===== src/rtl/irqagg_pkg.sv =====
package irqagg_pkg;
   localparam int unsigned STAT_W   = 26;
   localparam int unsigned SUM_BIT  = 15;
   localparam int unsigned HI_LO    = 16;
   localparam int unsigned HI_HI    = 25;
   localparam int unsigned SWI_BIT  = 12;

   // implemented event positions: 0..14, 16, 20..25
   function automatic logic [STAT_W-1:0] impl_map();
      logic [STAT_W-1:0] m;
      for (int i = 0; i < int'(STAT_W); i++)
         m[i] = (i <= 14) || (i == 16) || (i >= 20 && i <= 25);
      return m;
   endfunction
endpackage


===== src/rtl/irqagg_status_latch.sv =====
module irqagg_status_latch #(
   parameter int unsigned W = 26,
   parameter logic [W-1:0] IMPL = '1
) (
   input  logic         clk,
   input  logic         rst_n,
   input  logic [W-1:0] evt_i,
   input  logic         clr_i,
   output logic [W-1:0] stat_q
);
   for (genvar b = 0; b < int'(W); b++) begin : g_bit
      if (IMPL[b]) begin : g_live
         always_ff @(posedge clk or negedge rst_n) begin
            if (!rst_n)     stat_q[b] <= 1'b0;
            else if (clr_i) stat_q[b] <= evt_i[b];
            else            stat_q[b] <= stat_q[b] | evt_i[b];
         end

         p_keep_event_r6: assert property (@(posedge clk) disable iff (!rst_n)
            evt_i[b] |=> stat_q[b]);
         p_sticky_r2: assert property (@(posedge clk) disable iff (!rst_n)
            (stat_q[b] && !clr_i) |=> stat_q[b]);
      end else begin : g_rsvd
         assign stat_q[b] = 1'b0;
      end
   end

   p_clear_r5: assert property (@(posedge clk) disable iff (!rst_n)
      (clr_i && ((evt_i & IMPL) == '0)) |=> (stat_q == '0));
endmodule


===== src/rtl/irqagg_summary.sv =====
module irqagg_summary #(
   parameter int unsigned W   = 26,
   parameter int unsigned LO  = 16,
   parameter int unsigned HI  = 25,
   parameter int unsigned SUM = 15
) (
   input  logic [W-1:0] stat_i,
   output logic [W-1:0] view_o
);
   logic any_hi;

   always_comb begin
      any_hi = 1'b0;
      for (int i = int'(LO); i <= int'(HI); i++)
         any_hi = any_hi | stat_i[i];
   end

   always_comb begin
      view_o      = stat_i;
      view_o[SUM] = any_hi;
   end
endmodule


===== src/rtl/irqagg_regfile.sv =====
module irqagg_regfile #(
   parameter int unsigned W         = 26,
   parameter int unsigned DATA_W    = 32,
   parameter int unsigned ADDR_W    = 4,
   parameter int unsigned READ_LAT  = 1,
   parameter int unsigned SWI_BIT   = 12,
   parameter logic [ADDR_W-1:0] A_STAT = 0,
   parameter logic [ADDR_W-1:0] A_MASK = 1,
   parameter logic [ADDR_W-1:0] A_EN   = 2,
   parameter logic [ADDR_W-1:0] A_CMD  = 3
) (
   input  logic              clk,
   input  logic              rst_n,
   input  logic              wr_i,
   input  logic              rd_i,
   input  logic [ADDR_W-1:0] addr_i,
   input  logic [DATA_W-1:0] wdata_i,
   input  logic [W-1:0]      view_i,
   output logic [W-1:0]      mask_q,
   output logic              en_q,
   output logic [DATA_W-1:0] rdata_o,
   output logic              stat_clr_o,
   output logic              swi_set_o
);
   logic [DATA_W-1:0] rd_mux;

   always_ff @(posedge clk or negedge rst_n) begin
      if (!rst_n) begin
         mask_q <= '0;
         en_q   <= 1'b0;
      end else if (wr_i) begin
         if (addr_i == A_MASK) mask_q <= wdata_i[W-1:0];
         if (addr_i == A_EN)   en_q   <= wdata_i[0];
      end
   end

   always_comb begin
      rd_mux = '0;
      unique case (addr_i)
         A_STAT:  rd_mux[W-1:0] = view_i;
         A_MASK:  rd_mux[W-1:0] = mask_q;
         A_EN:    rd_mux[0]     = en_q;
         default: rd_mux        = '0;
      endcase
   end

   assign stat_clr_o = rd_i && (addr_i == A_STAT);
   assign swi_set_o  = wr_i && (addr_i == A_CMD) && wdata_i[SWI_BIT];

   if (READ_LAT == 1) begin : g_rd_reg
      logic [DATA_W-1:0] rdata_q;
      always_ff @(posedge clk or negedge rst_n) begin
         if (!rst_n)    rdata_q <= '0;
         else if (rd_i) rdata_q <= rd_mux;
      end
      assign rdata_o = rdata_q;

      p_rd_hold_r5: assert property (@(posedge clk) disable iff (!rst_n)
         !rd_i |=> $stable(rdata_o));
   end else begin : g_rd_comb
      assign rdata_o = rd_i ? rd_mux : '0;
   end
endmodule


===== src/rtl/irq_aggregator.sv =====
module irq_aggregator #(
   parameter int unsigned STAT_W   = irqagg_pkg::STAT_W,
   parameter int unsigned DATA_W   = 32,
   parameter int unsigned ADDR_W   = 4,
   parameter int unsigned READ_LAT = 1,
   parameter int unsigned SUM_BIT  = irqagg_pkg::SUM_BIT,
   parameter int unsigned HI_LO    = irqagg_pkg::HI_LO,
   parameter int unsigned HI_HI    = irqagg_pkg::HI_HI,
   parameter int unsigned SWI_BIT  = irqagg_pkg::SWI_BIT
) (
   input  logic              clk,
   input  logic              rst_n,
   input  logic [STAT_W-1:0] evt_i,
   input  logic              reg_wr,
   input  logic              reg_rd,
   input  logic [ADDR_W-1:0] reg_addr,
   input  logic [DATA_W-1:0] reg_wdata,
   output logic [DATA_W-1:0] reg_rdata,
   output logic              irq_o
);
   localparam logic [STAT_W-1:0] IMPL = irqagg_pkg::impl_map();

   if (HI_HI >= STAT_W || HI_LO > HI_HI) begin : g_bad_range
      $error("summary range out of status width");
   end
   if (DATA_W < STAT_W) begin : g_bad_data
      $error("data width narrower than status");
   end
   if (READ_LAT > 1) begin : g_bad_lat
      $error("read latency must be 0 or 1");
   end
   if (SWI_BIT >= STAT_W || SUM_BIT >= STAT_W) begin : g_bad_pos
      $error("bit position out of status width");
   end

   logic [STAT_W-1:0] stat_q, view, mask_q, evt_all, swi_vec;
   logic              en_q, stat_clr, swi_set;

   always_comb begin
      swi_vec          = '0;
      swi_vec[SWI_BIT] = swi_set;
   end
   assign evt_all = evt_i | swi_vec;

   irqagg_status_latch #(.W(STAT_W), .IMPL(IMPL)) u_latch (
      .clk(clk), .rst_n(rst_n), .evt_i(evt_all), .clr_i(stat_clr), .stat_q(stat_q)
   );

   irqagg_summary #(.W(STAT_W), .LO(HI_LO), .HI(HI_HI), .SUM(SUM_BIT)) u_sum (
      .stat_i(stat_q), .view_o(view)
   );

   irqagg_regfile #(
      .W(STAT_W), .DATA_W(DATA_W), .ADDR_W(ADDR_W),
      .READ_LAT(READ_LAT), .SWI_BIT(SWI_BIT)
   ) u_regs (
      .clk(clk), .rst_n(rst_n), .wr_i(reg_wr), .rd_i(reg_rd),
      .addr_i(reg_addr), .wdata_i(reg_wdata), .view_i(view),
      .mask_q(mask_q), .en_q(en_q), .rdata_o(reg_rdata),
      .stat_clr_o(stat_clr), .swi_set_o(swi_set)
   );

   assign irq_o = en_q && ((view & mask_q) != '0);

   p_quiet_unmasked_r9: assert property (@(posedge clk) disable iff (!rst_n)
      (mask_q == '0) |-> !irq_o);
   p_quiet_disabled_r9: assert property (@(posedge clk) disable iff (!rst_n)
      !en_q |-> !irq_o);
   p_cmd_sets_swi_r7: assert property (@(posedge clk) disable iff (!rst_n)
      (reg_wr && reg_addr == 4'(3) && reg_wdata[SWI_BIT]) |=> stat_q[SWI_BIT]);
endmodule


===== config.mk =====
export PLATFORM = sky130hd
export DESIGN_NAME = irq_aggregator
export DESIGN_NICKNAME = d
export VERILOG_FILES = /design/src/rtl/irqagg_pkg.sv /design/src/rtl/irqagg_status_latch.sv /design/src/rtl/irqagg_summary.sv /design/src/rtl/irqagg_regfile.sv /design/src/rtl/irq_aggregator.sv
export SDC_FILE = /design/constraint.sdc
export NUM_CORES = 1
export LEC_CHECK = 0
export ABC_AREA = 1
export ABC_CLOCK_PERIOD_IN_PS = 2020
export BUFFER_PORTS_ARGS = -buffer_cell sky130_fd_sc_hd__buf_4
export CAP_MARGIN = 20
export CORE_UTILIZATION = 55
export DETAILED_ROUTE_END_ITERATION = 7
export GPL_TIMING_DRIVEN = 0
export PLACE_DENSITY = 0.92
export SLEW_MARGIN = 20
export SYNTH_ARGS = -nofsm -noshare
export SYNTH_HDL_FRONTEND = slang
export SYNTH_SLANG_ARGS = --single-unit

===== constraint.sdc =====
create_clock -name clk -period 2.02 [get_ports clk]
set_clock_uncertainty 0.05 [all_clocks]
set_input_delay 0.202 -clock clk [delete_from_list [all_inputs] [get_ports clk]]
set_output_delay 0.202 -clock clk [all_outputs]
set_load 0.05 [all_outputs]

==> metrics <==
Post-synth EDFFs 0; fillcell total 383; Mean Syn Cell Area 8.96 um^2; CP Data Required Time 1770 ps; crit share post-route 0.881; Final #Nets 547; crit path cell chain nand2_1, nand2_1, nor2_1, nand2_1, nor2_1, a21oi_1, buf_4; Crit path arrival time 1530 ps; Setup WS post-layout about 240 ps; drt wl/cell 16.3 um; first-pass GRT wire length 14.8 mm; worst hold start evt_i[6]; Crit path max-delay family simple AND/OR/NAND/NOR gates; Stages on worst setup path 7; CTS root buf clkbuf_8; Final Wtd Congestion 0.866; top cells by count, synth nand2_1 (105), dfrtp_1 (75), nor2_1 (38); Worst Hold Class primary input to flop; CP peak stage delay 430 ps; P_leak 2.16 nW; Worst slew margin 0.390; RSZ-0062 raised after global routing false; final non-filler cell area 4390 um^2; antenna cells 0; ys async rst share 1.00; DRT Pass-1 Iters 6; Crit path top cell by count nand2_1; clock buffer count from CTS 9; min Tclk post-route 1780 ps; max-slew violations 0; Cell variety after synth 25; number of port buffers 81; DRC marker count from the first detailed-route iteration 263; CTS clk-pin slew, worst paths roughly 80 ps; post-synth top area share 0.571; most frequent cell after synthesis nand2_1; DRC viols 0; Die Wd 79.3 um; Power Dens Cells 860 nW/um^2; Synth area leaders dfrtp_1 (57%), nand2_1 (12%), nand3_1 (4.9%), a21o_1 (4.3%), nor2_1 (4.3%); Setup violations, final 0; Final Hold Vio Count 0; Max Cap Viol 0; status finished, final reports clean; fraction of layout cells with a size suffix above 1 0.260; reg2reg path depth 4; CTS H-tree depth 3; Tot GR Track Use 0.317; Clock Sinks 75; I/O pin cnt 99; dominant cell type by area after synthesis dfrtp_1; Peak supply drop around 0.00057 V; post-CTS setup buffer count 0; Final TNS setup 0 ps; Synth Register Bits 75; total grt overflow 0; CP Launch Type flop; largest net degree at the start of global routing 76; CTS tree done; via count 3086; core area 5640 um^2; die height just under 80 um; register area share after synthesis 0.571; post-placement cell area 4010 um^2; synth warn 0; Reg-to-Reg Start u_latch.stat_q[20]; Initial Utilization 0.583; Synth Flop Type dfrtp_1; CTS Buffer Depth 2; Detailed Place HPWL 6.19 mm; R2R Setup Slk 840 ps; dpl ws 339 ps; Die ar. 6290 um^2; row count 27; crit end category output port; Worst R2R End u_regs.rdata_o[15]; Slew @ Worst Pin a little over 900 ps; Syn Inst Count between 300 and 400; CP max-delay cell dfrtp_1; multi-input logic area 1210 um^2; Post-Route WL 9.08 mm; area delta synth->final 33.5%; fmax 0.562 GHz; hold path depth 2; clock latency on the worst-skew pair ~340 ps; synthesized cell area 3290 um^2; via density per instance 5.54; Register Area 1880 um^2; initial antenna violation count 0; critical path class flop to output port; Final ANT Viol Nets 0; vias in the first global route 3146; Bufs and invs on worst path 1; Worst Hold Path EP u_latch.stat_q[6]; crit-path max FO 4
## report_power, final
part	internal, mW	leakage (nW)	switching, mW
registers	1.66	0.853	0.113
clock network	0.718	0.108	0.538
logic	0.278	1.20	0.473
total	2.65	2.16	1.12
## flip-flops by register name (all words and copies together) (netlist names)
| register | count |
|---|---|
| u_regs.mask_q | 26 |
| u_regs.rdata_o | 26 |
| u_latch.stat_q | 22 |
| u_regs.en_q | 1 |
## worst max path at each step
stage,startpoint,to,slack [ps]
global placement,reg_addr[3],u_regs.rdata_o[15],440
detailed placement,reg_addr[3],u_regs.rdata_o[15],340
floorplan,u_latch.stat_q[24],irq_o,390
global route,u_latch.stat_q[23],irq_o,180
finish,u_latch.stat_q[22],irq_o,240
CTS,u_latch.stat_q[20],irq_o,270
## final cells by class
cell class | count | area share
plain buffers | 26 | 0.0342
clock buffers | 10 | 0.0313
clock inverters | 5 | 0.0177
inverters | 19 | 0.0162
multi-input cells | 252 | 0.275
flip-flops and latches | 75 | 0.427
well taps | 72 | 0.0205
repair buffers | 98 | 0.177
## cells in the final DEF (no fill, tap or decap)
cell type      netlist  routed
a21o_1              19      19
a21oi_1              6       6
a21oi_2              6       6
a31oi_1             15      15
and2_1               1       1
buf_2                9       9
buf_4                7      88
buf_6                2       2
bufinv_16            0       2
clkbuf_1             8       8
clkbuf_8             0      10
clkinv_2             0       2
clkinvlp_4           0       1
conb_1               1       6
dfrtp_1             75      75
dlygate4sd3_1        0      17
inv_1               17      17
inv_2                2       2
nand2_1            105     105
nand2_2              1       1
nand3_1             32      32
nand4_1              3       3
nor2_1              38      38
nor2_2               2       2
nor2_4               1       1
o211ai_1             1       1
o21ai_0              7       7
o21ai_1              1       1
o21bai_1             2       2
o221ai_1             6       6
## per-layer routing
metal / global-route usage / part of all wire / up-vias
met5: 0 / 0 / -
met2: 0.543 / 0.52 / 154
met1: 0.385 / 0.38 / 1479
met4: 0.158 / 0.035 / 0
met3: 0.0540 / 0.061 / 28
li1: - / - / 1425
## timing repair
action,CTS,global route
hold buffers,17,0
gates resized for setup,0,0
hold endpoints to repair,91,0
## through the flow
stage                     hold WS, ps  cells  total power, mW  utilization
after detailed placement          333    525             2.51        0.710
final                            4.79    557             3.78        0.778
after global routing           0.0823    557             3.93        0.778
after CTS                       0.193    557             3.77        0.778
after global placement            329    525             2.47        0.710
after floorplan                  -144    372             2.21            -
## cell families after synthesis
| kind of cell | share of synthesized area |
|---|---|
| compound gates | 0.132 |
| buf+inv | 0.0674 |
| flops | 0.571 |
| other cells | 0.00114 |
| simple gates | 0.229 |
No activity file was read; power rests on OpenSTA's default activity.
